[config.mk]
export PLATFORM = sky130hd
export DESIGN_NAME = wwn_extract
export DESIGN_NICKNAME = d
export VERILOG_FILES = /design/src/rtl/wwn_pkg.sv /design/src/rtl/wwn_hdr_decode.sv /design/src/rtl/wwn_shift_reg.sv /design/src/rtl/wwn_extract.sv
export SDC_FILE = /design/constraint.sdc
export NUM_CORES = 1
export LEC_CHECK = 0
export BUFFER_PORTS_ARGS = -buffer_cell sky130_fd_sc_hd__buf_2
export CAP_MARGIN = 20
export CORE_MARGIN = 2
export CORE_UTILIZATION = 30
export DETAILED_ROUTE_END_ITERATION = 10
export GPL_TIMING_DRIVEN = 0
export PLACE_DENSITY_LB_ADDON = 0.15
export SLEW_MARGIN = 40
export SYNTH_ARGS = -nofsm -noshare
export SYNTH_HDL_FRONTEND = slang
export SYNTH_HIERARCHICAL = 1
export SYNTH_SLANG_ARGS = --single-unit
export TNS_END_PERCENT = 30
[constraint.sdc]
create_clock -name clk -period 4.27 [get_ports clk]
set_clock_uncertainty 0.1 [all_clocks]
set_input_delay 0 -clock clk [delete_from_list [all_inputs] [get_ports clk]]
set_output_delay 0 -clock clk [all_outputs]
set_load 0.05 [all_outputs]
[src/rtl/wwn_pkg.sv]
package wwn_pkg;

    // Scan controller states
    typedef enum logic [3:0] {
        S_IDLE,
        S_HDR_CHK,
        S_HDR_RX,
        S_LEN_LO,
        S_LEN_HI,
        S_FIRST,
        S_SUB_CHK,
        S_SUB_HDR,
        S_SUB_LO,
        S_SUB_HI,
        S_WWN,
        S_FIN
    } scan_st_e;

    // Field values the walker keys on
    localparam logic [3:0] END_TAG_NAME = 4'hF;
    localparam logic [6:0] HOST_TAG     = 7'h0D;
    localparam logic [5:0] ID_SUBFIELD  = 6'h3C;
    localparam logic [7:0] SHORT_MARK   = 8'h3B;
    localparam int         SHORT_LEN    = 6;

endpackage

[src/rtl/wwn_hdr_decode.sv]
module wwn_hdr_decode (
    input  logic [7:0] hdr,
    output logic       is_large,
    output logic       is_end,
    output logic [3:0] small_len,
    output logic       is_host
);
    import wwn_pkg::*;

    always_comb begin
        is_large  = hdr[7];
        is_end    = !hdr[7] && (hdr[6:3] == END_TAG_NAME);
        small_len = 4'd1 + {1'b0, hdr[2:0]};
        is_host   = hdr[7] && (hdr[6:0] == HOST_TAG);
    end

endmodule

[src/rtl/wwn_shift_reg.sv]
module wwn_shift_reg #(
    parameter int BYTES = 8
) (
    input  logic               clk,
    input  logic               rst_n,
    input  logic               clr,
    input  logic               shift,
    input  logic [7:0]         din,
    output logic [8*BYTES-1:0] q
);
    logic [8*BYTES-1:0] q_d, q_q;

    always_comb begin
        q_d = q_q;
        if (clr)
            q_d = '0;
        else if (shift)
            q_d = {q_q[8*BYTES-9:0], din};
    end

    always_ff @(posedge clk or negedge rst_n) begin
        if (!rst_n) q_q <= '0;
        else        q_q <= q_d;
    end

    assign q = q_q;

endmodule

[src/rtl/wwn_extract.sv]
module wwn_extract #(
    parameter int ADDR_W     = 9,
    parameter int LEN_W      = 16,
    parameter int SCAN_LIMIT = 128,
    parameter int WWN_BYTES  = 8
) (
    input  logic                   clk,
    input  logic                   rst_n,
    input  logic                   start,
    output logic                   mem_rd,
    output logic [ADDR_W-1:0]      mem_addr,
    input  logic [7:0]             mem_rdata,
    output logic                   busy,
    output logic                   done,
    output logic                   found,
    output logic [8*WWN_BYTES-1:0] wwn,
    output logic [LEN_W+2:0]       wwn_offset
);
    import wwn_pkg::*;

    localparam int OFF_W = LEN_W + 3;
    localparam int CNT_W = (WWN_BYTES > 1) ? $clog2(WWN_BYTES) : 1;
    localparam logic [CNT_W-1:0] LAST_CNT = CNT_W'(WWN_BYTES - 1);

    typedef struct packed {
        scan_st_e          st;
        logic [OFF_W-1:0]  tag_pos;
        logic [OFF_W-1:0]  tag_end;
        logic              tag_hit;
        logic [OFF_W-1:0]  sub_pos;
        logic [OFF_W-1:0]  sub_next;
        logic [5:0]        sub_name;
        logic [7:0]        len_lo;
        logic [CNT_W-1:0]  cnt;
        logic [OFF_W-1:0]  off;
        logic              found;
    } scan_t;

    scan_t s_d, s_q;

    logic             rd_en;
    logic [OFF_W-1:0] rd_addr;
    logic             sh_clr, sh_en;

    logic             h_large, h_end, h_host;
    logic [3:0]       h_small_len;

    logic [OFF_W-1:0] big_end, sub_end, sub_first, wwn_first;

    wwn_hdr_decode u_dec (
        .hdr       (mem_rdata),
        .is_large  (h_large),
        .is_end    (h_end),
        .small_len (h_small_len),
        .is_host   (h_host)
    );

    always_comb begin
        big_end   = s_q.tag_pos + OFF_W'(3) + OFF_W'({mem_rdata, s_q.len_lo});
        sub_end   = s_q.sub_pos + OFF_W'(3) + OFF_W'({mem_rdata, s_q.len_lo});
        sub_first = s_q.tag_pos + OFF_W'(3);
        wwn_first = s_q.sub_pos + OFF_W'(3);
    end

    always_comb begin
        s_d     = s_q;
        rd_en   = 1'b0;
        rd_addr = '0;
        sh_clr  = 1'b0;
        sh_en   = 1'b0;
        case (s_q.st)
            S_IDLE: begin
                if (start) begin
                    s_d.st      = S_HDR_CHK;
                    s_d.tag_pos = '0;
                    s_d.off     = '0;
                    s_d.found   = 1'b0;
                    sh_clr      = 1'b1;
                end
            end
            S_HDR_CHK: begin
                if (s_q.tag_pos < OFF_W'(SCAN_LIMIT)) begin
                    rd_en   = 1'b1;
                    rd_addr = s_q.tag_pos;
                    s_d.st  = S_HDR_RX;
                end else begin
                    s_d.st  = S_FIN;
                end
            end
            S_HDR_RX: begin
                if (!h_large) begin
                    s_d.tag_pos = s_q.tag_pos + OFF_W'(h_small_len);
                    s_d.st      = h_end ? S_FIN : S_HDR_CHK;
                end else begin
                    s_d.tag_hit = h_host;
                    rd_en       = 1'b1;
                    rd_addr     = s_q.tag_pos + OFF_W'(1);
                    s_d.st      = S_LEN_LO;
                end
            end
            S_LEN_LO: begin
                s_d.len_lo = mem_rdata;
                rd_en      = 1'b1;
                rd_addr    = s_q.tag_pos + OFF_W'(2);
                s_d.st     = S_LEN_HI;
            end
            S_LEN_HI: begin
                s_d.tag_end = big_end;
                if (s_q.tag_hit) begin
                    rd_en   = 1'b1;
                    rd_addr = sub_first;
                    s_d.st  = S_FIRST;
                end else begin
                    s_d.tag_pos = big_end;
                    s_d.st      = S_HDR_CHK;
                end
            end
            S_FIRST: begin
                if (mem_rdata == SHORT_MARK) begin
                    s_d.tag_pos = s_q.tag_pos + OFF_W'(SHORT_LEN);
                    s_d.st      = S_HDR_CHK;
                end else if (sub_first < s_q.tag_end) begin
                    s_d.sub_pos  = sub_first;
                    s_d.sub_name = mem_rdata[5:0];
                    rd_en        = 1'b1;
                    rd_addr      = sub_first + OFF_W'(1);
                    s_d.st       = S_SUB_LO;
                end else begin
                    s_d.tag_pos = s_q.tag_end;
                    s_d.st      = S_HDR_CHK;
                end
            end
            S_SUB_CHK: begin
                if (s_q.sub_pos < s_q.tag_end) begin
                    rd_en   = 1'b1;
                    rd_addr = s_q.sub_pos;
                    s_d.st  = S_SUB_HDR;
                end else begin
                    s_d.tag_pos = s_q.tag_end;
                    s_d.st      = S_HDR_CHK;
                end
            end
            S_SUB_HDR: begin
                s_d.sub_name = mem_rdata[5:0];
                rd_en        = 1'b1;
                rd_addr      = s_q.sub_pos + OFF_W'(1);
                s_d.st       = S_SUB_LO;
            end
            S_SUB_LO: begin
                s_d.len_lo = mem_rdata;
                rd_en      = 1'b1;
                rd_addr    = s_q.sub_pos + OFF_W'(2);
                s_d.st     = S_SUB_HI;
            end
            S_SUB_HI: begin
                s_d.sub_next = sub_end;
                if (s_q.sub_name == ID_SUBFIELD) begin
                    s_d.cnt = '0;
                    rd_en   = 1'b1;
                    rd_addr = wwn_first;
                    s_d.st  = S_WWN;
                end else begin
                    s_d.sub_pos = sub_end;
                    s_d.st      = S_SUB_CHK;
                end
            end
            S_WWN: begin
                sh_en = 1'b1;
                if (s_q.cnt == LAST_CNT) begin
                    s_d.found   = 1'b1;
                    s_d.off     = wwn_first;
                    s_d.sub_pos = s_q.sub_next;
                    s_d.st      = S_SUB_CHK;
                end else begin
                    s_d.cnt = s_q.cnt + CNT_W'(1);
                    rd_en   = 1'b1;
                    rd_addr = wwn_first + OFF_W'(s_q.cnt) + OFF_W'(1);
                    s_d.st  = S_WWN;
                end
            end
            S_FIN: begin
                s_d.st = S_IDLE;
            end
            default: s_d.st = S_IDLE;
        endcase
    end

    always_ff @(posedge clk or negedge rst_n) begin
        if (!rst_n) s_q <= '0;
        else        s_q <= s_d;
    end

    wwn_shift_reg #(.BYTES(WWN_BYTES)) u_acc (
        .clk   (clk),
        .rst_n (rst_n),
        .clr   (sh_clr),
        .shift (sh_en),
        .din   (mem_rdata),
        .q     (wwn)
    );

    assign mem_rd     = rd_en;
    assign mem_addr   = rd_addr[ADDR_W-1:0];
    assign busy       = (s_q.st != S_IDLE);
    assign done       = (s_q.st == S_FIN);
    assign found      = s_q.found;
    assign wwn_offset = s_q.off;

    AST_DONE_SINGLE: assert property (@(posedge clk) disable iff (!rst_n)
        done |=> !done) else $error("done held longer than one cycle");

    AST_START_TO_BUSY: assert property (@(posedge clk) disable iff (!rst_n)
        $rose(busy) |-> $past(start)) else $error("scan began without start");

    AST_DATA_REQUESTED: assert property (@(posedge clk) disable iff (!rst_n)
        (s_q.st inside {S_HDR_RX, S_LEN_LO, S_LEN_HI, S_FIRST, S_SUB_HDR,
                        S_SUB_LO, S_SUB_HI, S_WWN}) |-> $past(mem_rd))
        else $error("byte consumed without a read");

    AST_MISS_ZERO: assert property (@(posedge clk) disable iff (!rst_n)
        (done && !found) |-> (wwn_offset == '0 && wwn == '0))
        else $error("miss reported with nonzero result");

    AST_HIT_OFFSET: assert property (@(posedge clk) disable iff (!rst_n)
        found |-> (wwn_offset >= OFF_W'(6)))
        else $error("identifier offset below first legal position");

endmodule

==> flow_metrics.env, run 1 <==
export IMPL_slew_headroom_pct=47.91
export IMPL_clockBufferDepth=2
export IMPL_path_buf_inv=4
export IMPL_avgSynthCellArea_sq_um=8.678
export IMPL_crit_required_ps=4170
export IMPL_synth_area_sq_um=13080
export IMPL_critPathLaunchType="register"
export IMPL_cts_htree_levels=4
export IMPL_wl_per_cell_um=22.35
export IMPL_critPathMaxStageDelay_ps=450
export IMPL_r2r_slack_ps=40
export IMPL_antenna_found_initial=0
export IMPL_multi_input_area_sq_um=8250
export IMPL_drcViolationCount=0
export IMPL_path_delay_family="simple AND/OR/NAND/NOR gates"
export IMPL_critPathKind="reg2out"
export IMPL_max_freq_mhz=234.6
export IMPL_initial_core_util_pct=30.36
export IMPL_fin_tns_setup_ps=0
export IMPL_via_per_inst=5.419
export IMPL_fp_row_count=76
export IMPL_postSynth_asyncResetShare_pct=100.0
export IMPL_drt_wl_total_um=51000
export IMPL_worst_slew_pin_slew_ps=781.3
export IMPL_ys_ff_latch=182
export IMPL_syn_to_final_growth_pct=22.69
export IMPL_fin_nets=1786
export IMPL_cts_sinks=182
export IMPL_pin_count=107
export IMPL_num_fill_cells=4469
export IMPL_hold_path_class="in2async"
export IMPL_first_pass_iters=5
export IMPL_grt_pass1_vias=11970
export IMPL_finalSetupViolCount=0
export IMPL_hpwl_um=38840
export IMPL_hold_violations=0
export IMPL_track_usage_pct=23.21
export IMPL_clock_root_buffer="clkbuf_16"
export IMPL_power_density_nw_per_um2=855.8
export IMPL_port_buffers=106
export IMPL_clk_pin_slew_worst_paths_ps=80
export IMPL_syn_nets=1609
export IMPL_synthCells=1507
export IMPL_cts_made_buffers=17
export IMPL_drive_gt1_share_pct=19.75
export IMPL_grt_ovfl_total=0
export IMPL_status="completed"
export IMPL_cpMostUsedCell="ha_4"
export IMPL_drt_initial_drc_count=1135
export IMPL_period_needed_ps=4262
export IMPL_stdcell_area_sq_um=16050
export IMPL_path_cells="buf_8, clkinvlp_4, ha_4, or2_4, nor3_4, buf_4, xor2_4, ha_4, nand4_1, or4_4, o2111a_2, o21ai_4, o21ai_1, or3_4, buf_6"
export IMPL_synth_edf_count=0
export IMPL_synth_ff_type="dfrtp_1"
export IMPL_period_share_pct=99.82
export IMPL_drv_slew=0
export IMPL_clk_latency_ps=470
export IMPL_cp_arrival_ps=4160
export IMPL_cp_max_fo=5
export IMPL_rsz0062_at_grt="true"
export IMPL_dpl_instance_area_sq_um=14460
export IMPL_yosysUniqueCellTypes=84
export IMPL_critical_path_slowest_cell="or4_4"
export IMPL_die_area_sq_um=45280
export IMPL_die_w_um=212.8
export IMPL_core_area_sq_um=43080
export IMPL_place_congestion=0.9082
export IMPL_grt_max_degree=74
export IMPL_ant_nets=0
export IMPL_cts_tree="done"
export IMPL_fp_dieH_um=212.8
export IMPL_vias=12370
export IMPL_yosys_warnings=6
export IMPL_ir_drop_mv=0.3928
export IMPL_regArea_sq_um=4561
export IMPL_leakagePower_uw=0.007232
export IMPL_crit_path_end_kind="output pin"
export IMPL_grt_pass1_wl_um=77740
export IMPL_cap_violations=0
export IMPL_synth_seq_area_share_pct=34.83
## per-layer routing
metal	GRT usage (%)	share of wire, %	vias up	wire length [um]
li1	-	-	5770	-
met1	31.59	46	6182	23270
met2	37.98	47	346	23980
met3	3.206	4.5	69	2311
met4	7.620	2.8	0	1440
met5	0	0	-	0
## worst paths after layout
| kind | endpoint | from | depth (start not counted) |
|---|---|---|---|
| worst max-delay path | mem_addr[8] | s_q[95] | 15 |
| worst min-delay path | u_acc/q[55] | rst_n | 3 |
| worst max register to register | s_q[113] | s_q[95] | 17 |
| worst min register to register | wwn_offset[1] | wwn_offset[1] | 2 |
| max in group asynchronous | s_q[109] | rst_n | 3 |
| min in group clk | wwn_offset[1] | wwn_offset[1] | 2 |
## registers in the layout (all words and copies together) (netlist names)
name,count
u_acc/q,64
found,1
wwn_offset,19
s_q,98
## area by class of cell
class | instances | share of cell area (%)
Clock buffer | 17 | 2.651
Tap cell | 585 | 4.562
Clock inverter | 14 | 1.154
Timing Repair Buffer | 162 | 6.652
Inverter | 56 | 1.349
Buffer | 102 | 3.774
Antenna cell | 1 | 0.01560
Multi-Input combinational cell | 1163 | 51.42
Sequential cell | 182 | 28.42
## power breakdown
group | total, uW | switching, uW | internal, uW | leakage (uW)
Sequential | 3170 | 745 | 2430 | 0.00238
Combinational | 8850 | 5780 | 3070 | 0.00456
Clock | 1710 | 819 | 891 | 0.000298
Total | 13700 | 7350 | 6390 | 0.00723
## tightest hold or removal path: stages
cell and delay, ps:
dlygate4sd3_1 560, buf_8 160, buf_16 240
## cell usage after synthesis, drive strengths merged (16+ instances only)
| master | instances | area share (%) |
|---|---|---|
| ha | 87 | 8.3 |
| a221oi | 17 | 1.1 |
| nor3 | 26 | 1.1 |
| buf | 51 | 2.8 |
| nand2 | 176 | 5.1 |
| nand3 | 35 | 1.3 |
| nor2 | 176 | 5.1 |
| mux2i | 66 | 5.1 |
| inv | 56 | 1.6 |
| xnor2 | 55 | 3.7 |
| a21oi | 65 | 2.5 |
| dfrtp | 182 | 35 |
| clkbuf | 55 | 1.6 |
| nand4 | 18 | 0.86 |
| o21ai | 99 | 3.8 |
| o22ai | 16 | 0.77 |
| a21o | 32 | 1.8 |
| xor2 | 38 | 2.5 |
## metrics by stage
step	std cells	total power, uW	setup WS [ps]	hold slack (ps)	utilization [%]
6_report	2282	13730	7.677	36.78	37.25
5_1_grt	2281	14710	-99.30	57.19	37.24
4_1_cts	2273	13510	7.160	24.77	36.60
3_5_place_dp	2202	11300	-1541	-164.4	33.58
3_3_place_gp	2198	11190	-1514	330.7	33.29
2_1_floorplan	1507	8751	79.21	-395.6	-
## cells by family (layout without fill, tap and decap cells)
logic type,after synthesis,after routing,synth area share [%]
xor gates and xnor gates,93,93,6.286
adders and majority gates,91,91,8.936
other,0,1,0
AOI/OAI and AO/OA,385,385,20.10
buffers and inverters,162,351,6.018
and+or+nand+nor,520,520,18.09
muxes,74,74,5.741
DFF,182,182,34.83
## layout by cell type, fill, tap and decap left out, types with 12 or more instances in the layout
cell / n
a211oi_1: 13
a21o_1: 32
a21oi_1: 63
a221oi_1: 16
a22oi_1: 13
a31oi_1: 14
buf_2: 106
buf_4: 69
clkbuf_1: 38
clkbuf_16: 17
dfrtp_1: 177
ha_1: 81
inv_1: 52
mux2i_1: 66
nand2_1: 174
nand2b_1: 12
nand3_1: 32
nand4_1: 18
nor2_1: 167
nor3_1: 21
o211ai_1: 13
o21ai_0: 91
o22ai_1: 16
xnor2_1: 44
xor2_1: 30
## timing repair
item                                   in CTS  in global routing
setup buffers                              33                  8
endpoints found under the hold margin     202                  0
gates resized for setup                    80                 50
pin swaps                                  20                 11
hold buffers                               11                  0
setup endpoints to repair                  71                 57
(Power assumes the default switching activity.)
==> run 2, diff against run 1 <==
--- a/config.mk
+++ b/config.mk
@@ -5,11 +5,11 @@
 export SDC_FILE = /design/constraint.sdc
 export NUM_CORES = 1
 export LEC_CHECK = 0
-export BUFFER_PORTS_ARGS = -buffer_cell sky130_fd_sc_hd__buf_2
 export CAP_MARGIN = 20
 export CORE_MARGIN = 2
 export CORE_UTILIZATION = 30
 export DETAILED_ROUTE_END_ITERATION = 10
+export DONT_BUFFER_PORTS = 1
 export GPL_TIMING_DRIVEN = 0
 export PLACE_DENSITY_LB_ADDON = 0.15
 export SLEW_MARGIN = 40
==> run 2 against run 1 <==
  * Critical path depth is the same
  * The flow now finishes with violations (hold timing, setup timing)
  * Register-to-register slack worse by 70 ps
  * Combinational power fell by 14%
  * Highest routed layer unchanged
  * First-iteration DRC count increased by 5.6%
==> flow_metrics.env, run 2 (synthesis results as in run 1) <==
export IMPL_leakagePower_uw=0.006708
export IMPL_finalSetupViolCount=5
export IMPL_port_buffers=0
export IMPL_drt_wl_total_um=51890
export IMPL_clkPwrFrac_pct=12.4
export IMPL_die_w_um=212.8
export IMPL_power_frac_comb_pct=56.5
export IMPL_wl_per_cell_um=23.75
export IMPL_cts_made_buffers=17
export IMPL_crit_cells=15
export IMPL_power_uw=13440
export IMPL_hold_violations=182
export IMPL_worst_slew_pin_slew_ps=773.5
export IMPL_fp_dieH_um=212.8
export IMPL_drt_initial_drc_count=1198
export IMPL_grt_pass1_vias=11880
export IMPL_critical_path_slowest_cell="or4_4"
export IMPL_drive_gt1_share_pct=15.67
export IMPL_antenna_found_initial=3
export IMPL_period_needed_ps=4365
export IMPL_power_density_nw_per_um2=862.2
export IMPL_core_area_sq_um=43080
export IMPL_max_freq_mhz=229.1
export IMPL_hold_ws_ps=-870.8
export IMPL_hold_path_class="in2async"
export IMPL_drv_slew=0
export IMPL_postLayoutCoreUtil_pct=36.19
export IMPL_clock_root_buffer="clkbuf_16"
export IMPL_path_delay_family="simple AND/OR/NAND/NOR gates"
export IMPL_path_buf_inv=3
export IMPL_grt_pass1_wl_um=78170
export IMPL_largest_reg_flops=98
export IMPL_pin_count=107
export IMPL_period_share_pct=102.2
export IMPL_final_common_cell="dfrtp_1"
export IMPL_clockBufferDepth=2
export IMPL_drcViolationCount=0
export IMPL_crit_required_ps=4170
export IMPL_fin_nets=1684
export IMPL_via_per_inst=5.546
export IMPL_r2r_start="s_q[96]"
export IMPL_track_usage_pct=23.46
export IMPL_critPathMaxStageDelay_ps=540
export IMPL_cp_arrival_ps=4270
export IMPL_rsz0062_at_grt="true"
export IMPL_status="finished with violations"
export IMPL_final_cell_mix="dfrtp_1, nand2_1, nor2_1"
export IMPL_cap_violations=0
export IMPL_cts_htree_levels=4
export IMPL_crit_path_end_kind="output pin"
export IMPL_grt_ovfl_total=0
export IMPL_vias=12120
export IMPL_ctsHoldBuffers=9
export IMPL_r2r_slack_ps=-30
export IMPL_swShare_pct=54.82
export IMPL_worst_r2r_endpoint="s_q[113]"
export IMPL_critPathLaunchType="register"
export IMPL_initial_core_util_pct=30.36
export IMPL_netSwitchingPower_uw=7368
export IMPL_path_cells="inv_4, ha_4, a21oi_4, nor2_4, nand3_4, buf_12, xnor2_4, inv_2, ha_1, nand2_1, or4_4, o2111a_2, o21ai_4, o21ai_0, or3_4"
export IMPL_die_area_sq_um=45280
export IMPL_place_congestion=0.9264
export IMPL_clk_latency_ps=480
export IMPL_cts_sinks=182
export IMPL_slew_headroom_pct=48.15
export IMPL_first_pass_iters=8
export IMPL_clk_pin_slew_worst_paths_ps=80
export IMPL_regMostFlops="s_q"
export IMPL_ant_nets=0
export IMPL_hpwl_um=38440
export IMPL_ir_drop_mv=0.3401
export IMPL_grt_max_degree=183
export IMPL_fp_row_count=76
export IMPL_worstRegToRegCells=18
export IMPL_finalWorstSetupSlack_ps=-95.13
export IMPL_critPathKind="reg2out"
export IMPL_syn_to_final_growth_pct=19.19
export IMPL_violations="hold timing, setup timing"
export IMPL_cp_max_fo=7
export IMPL_cts_tree="done"
export IMPL_p_int_uw=6072
export IMPL_p_seq_share_pct=31.1
-- run 2: cell count changes in the layout (fill, tap and decap cells not counted), sizes merged, moves of 2 or more --
cell	before	now
clkinv	3	7
buf	199	100
inv	63	60
diode	1	5
bufinv	2	0
-- run 2: final cells by class --
| cell class | count | area [sq um] |
|---|---|---|
| antenna | 5 | 12.51 |
| buffer | 101 | 608.1 |
| clock buffer | 18 | 439.2 |
| clock inverter | 14 | 173.9 |
| fill | 4418 | 27490 |
| inverter | 56 | 220.2 |
| multi-input combinational | 1163 | 8329 |
| sequential | 182 | 4562 |
| tap | 585 | 732.0 |
| timing repair buffer | 61 | 510.5 |
-- run 2: power groups by stage --
stage	Clock, uW	Sequential [uW]	Combinational, uW
floorplan	0	3820	4930
global placement	0	4150	6670
detailed placement	0	4170	6810
CTS	1710	4160	7280
global route	1780	4270	8290
finish	1670	4180	7590
-- run 2: how the worst max path moves through the flow --
| stage | slack [ps] | start | to |
|---|---|---|---|
| finish | -100 | s_q[96] | mem_addr[8] |
| floorplan | 80 | s_q[96] | mem_addr[1] |
| global placement | -1750 | s_q[96] | mem_addr[1] |
| global route | -180 | s_q[96] | mem_addr[0] |
| detailed placement | -1690 | s_q[96] | s_q[57] |
| CTS | -3 | s_q[96] | s_q[112] |
-- run 2: stage by stage --
step | std cells | cell area [sq um] | hold slack [ps] | setup TNS [ps] | worst slack, ps
2_1_floorplan | 1507 | 13080 | -395.6 | 0 | 79.21
3_3_place_gp | 2092 | 13810 | -378.6 | -81450 | -1749
3_5_place_dp | 2096 | 13900 | -378.1 | -84580 | -1693
4_1_cts | 2167 | 15240 | -899.8 | -2.960 | -2.960
5_1_grt | 2180 | 15570 | -900.3 | -1198 | -183.3
6_report | 2185 | 15590 | -870.8 | -275.1 | -95.13
-- run 2: routing by layer --
metal	routed length (um)	GRT usage, %	share of wire [%]
met1	23140	31.39	45
met2	24560	38.69	47
met3	2785	3.515	5.4
met4	1397	7.933	2.7
met5	0	0	0
-- run 2: timing repair --
item / 4_1_cts / 5_1_grt
gates resized for setup: 91 / 47
setup endpoints to repair: 75 / 55
pin swaps: 20 / 11
buffers inserted: 35 / 14
hold endpoints to repair: 223 / 182
==> run 3, diff against run 2 <==
--- a/config.mk
+++ b/config.mk
@@ -6,7 +6,6 @@
 export NUM_CORES = 1
 export LEC_CHECK = 0
 export CAP_MARGIN = 20
-export CORE_MARGIN = 2
 export CORE_UTILIZATION = 30
 export DETAILED_ROUTE_END_ITERATION = 10
 export DONT_BUFFER_PORTS = 1
==> run 3 against run 2 <==
  * Sequential power about the same
  * First-iteration DRC count shrank 11%
  * The flow still finishes with violations (hold timing, setup timing)
  * Critical endpoint is now mem_addr[6]
  * Clock power grew 3%
  * Final cell count down 0.69%
  * Die area fell by 1.9%
  * Power is 0.48% lower
  * Global-route usage increased by 0.21 points
  * Setup slack gained 83 ps
  * Largest cell class unchanged
==> flow_metrics.env, run 3 (synthesis results as in run 1) <==
export IMPL_clock_root_buffer="clkbuf_16"
export IMPL_critical_path_slowest_cell="dfrtp_2"
export IMPL_fin_nets=1672
export IMPL_clk_pin_slew_worst_paths_ps=80
export IMPL_syn_to_final_growth_pct=17.89
export IMPL_wl_per_cell_um=23.85
export IMPL_leakagePower_uw=0.006633
export IMPL_r2r_start="s_q[96]"
export IMPL_grt_ovfl_total=0
export IMPL_track_usage_pct=23.66
export IMPL_hold_violations=182
export IMPL_ant_nets=0
export IMPL_ctsHoldBuffers=9
export IMPL_die_area_sq_um=44430
export IMPL_critPathLaunchType="register"
export IMPL_violations="hold timing, setup timing"
export IMPL_grt_max_degree=183
export IMPL_drive_gt1_share_pct=14.40
export IMPL_num_fill_cells=4455
export IMPL_power_uw=13370
export IMPL_finalWorstSetupSlack_ps=-12.47
export IMPL_period_needed_ps=4282
export IMPL_cpMostUsedCell="buf_4"
export IMPL_cap_violations=0
export IMPL_postLayoutCoreUtil_pct=35.79
export IMPL_crit_path_end_kind="output pin"
export IMPL_rsz0062_at_grt="true"
export IMPL_swShare_pct=54.96
export IMPL_port_buffers=0
export IMPL_period_share_pct=100.3
export IMPL_cts_made_buffers=17
export IMPL_antenna_found_initial=1
export IMPL_path_cells="clkinvlp_4, ha_4, a21oi_4, nor2_4, nand3_4, buf_4, nor2_1, xor2_2, ha_1, a21o_1, a211oi_1, o2111a_2, o21ai_4, buf_4, o211ai_1, buf_4"
export IMPL_drv_slew=0
export IMPL_clk_latency_ps=480
export IMPL_critPathKind="reg2out"
export IMPL_p_seq_share_pct=31.3
export IMPL_core_area_sq_um=43080
export IMPL_worst_r2r_endpoint="s_q[113]"
export IMPL_power_frac_comb_pct=55.9
export IMPL_largest_reg_flops=98
export IMPL_drt_initial_drc_count=1065
export IMPL_cts_sinks=182
export IMPL_cp_max_fo=6
export IMPL_p_int_uw=6024
export IMPL_vias=12090
export IMPL_worst_slew_pin_slew_ps=803.9
export IMPL_fp_dieH_um=210.8
export IMPL_fp_row_count=76
export IMPL_final_cell_mix="dfrtp_1, nand2_1, nor2_1"
export IMPL_clockBufferDepth=2
export IMPL_final_common_cell="dfrtp_1"
export IMPL_worstRegToRegCells=18
export IMPL_hold_ws_ps=-874.3
export IMPL_cts_tree="done"
export IMPL_ir_drop_mv=0.3474
export IMPL_drcViolationCount=0
export IMPL_die_w_um=210.8
export IMPL_pin_count=107
export IMPL_critPathMaxStageDelay_ps=460
export IMPL_grt_pass1_wl_um=77580
export IMPL_grt_pass1_vias=11600
export IMPL_hold_path_class="in2async"
export IMPL_finalSetupViolCount=2
export IMPL_place_ws_ps=-1555
export IMPL_max_freq_mhz=233.5
export IMPL_initial_core_util_pct=30.36
export IMPL_drt_wl_total_um=51740
export IMPL_status="finished with violations"
export IMPL_r2r_slack_ps=70
export IMPL_clkPwrFrac_pct=12.8
export IMPL_power_density_nw_per_um2=867.5
export IMPL_place_congestion=0.9375
export IMPL_cp_arrival_ps=4180
export IMPL_via_per_inst=5.570
export IMPL_regMostFlops="s_q"
export IMPL_first_pass_iters=7
export IMPL_netSwitchingPower_uw=7351
export IMPL_slew_headroom_pct=46.23
export IMPL_regArea_sq_um=4559
export IMPL_cts_htree_levels=4
export IMPL_crit_required_ps=4170
export IMPL_multi_input_area_sq_um=8273
export IMPL_hpwl_um=38250
[run 3: changes by cell type in the layout (fill, tap and decap cells not counted), sizes merged]
cell,before,now
clkbuf,71,70
clkinvlp,3,4
buf,100,88
diode,5,2
clkinv,7,6
bufinv,0,1
[run 3: worst max path at each step]
| stage | startpoint | end |
|---|---|---|
| after global routing | s_q[111] | mem_addr[3] |
| after floorplan | s_q[96] | mem_addr[1] |
| after CTS | s_q[96] | mem_rd |
| after global placement | s_q[96] | mem_addr[1] |
| final | s_q[96] | mem_addr[6] |
| after detailed placement | s_q[96] | s_q[100] |
[run 3: power groups by stage]
stage	Combinational (uW)	Sequential [uW]	Clock (uW)
4_1_cts	7290	4160	1750
2_1_floorplan	4930	3820	0
3_3_place_gp	6690	4160	0
5_1_grt	8160	4260	1810
6_report	7470	4190	1720
3_5_place_dp	6800	4170	0
[run 3: area by class of cell]
type / count / area share, %
tap: 585 / 4.748
clock buffer: 17 / 2.759
clock inverter: 15 / 1.298
sequential: 182 / 29.57
timing repair buffer: 48 / 2.532
inverter: 56 / 1.428
buffer: 102 / 3.969
antenna: 2 / 0.03246
multi-input combinational: 1163 / 53.66
[run 3: per-layer routing]
metal / routed length (um) / vias up / share of wire [%] / global-route usage [%]
met2: 24080 / 392 / 47 / 38.56
li1: - / 5552 / - / -
met5: 0 / - / 0 / 0
met4: 1559 / 0 / 3.0 / 7.921
met3: 2705 / 89 / 5.2 / 3.271
met1: 23400 / 6053 / 45 / 32.14
[run 3: per-stage QoR]
step	setup TNS, ps	instance area (sq um)	cells
5_1_grt	-736.7	15410	2168
4_1_cts	0	15270	2168
3_5_place_dp	-74600	13900	2095
2_1_floorplan	0	13080	1507
6_report	-16.03	15420	2170
3_3_place_gp	-81080	13810	2092
[run 3: what timing repair did]
action	4_1_cts	5_1_grt
endpoints found under the hold margin	221	182
gates resized for setup	87	37
gates cloned	0	0
setup endpoints to repair	73	53
pin swaps	22	7
buffers inserted	35	1
[run 3: critical path, delay by kind of cell, from the launching register on]
family,cells,cell delay (ps)
AO/OA/AOI/OAI,6,1280
buffers and inverters,4,770
AND/OR/NAND/NOR,3,470
flip-flops,1,460
adder cells (fa/ha/maj),2,460
XOR/XNOR,1,270
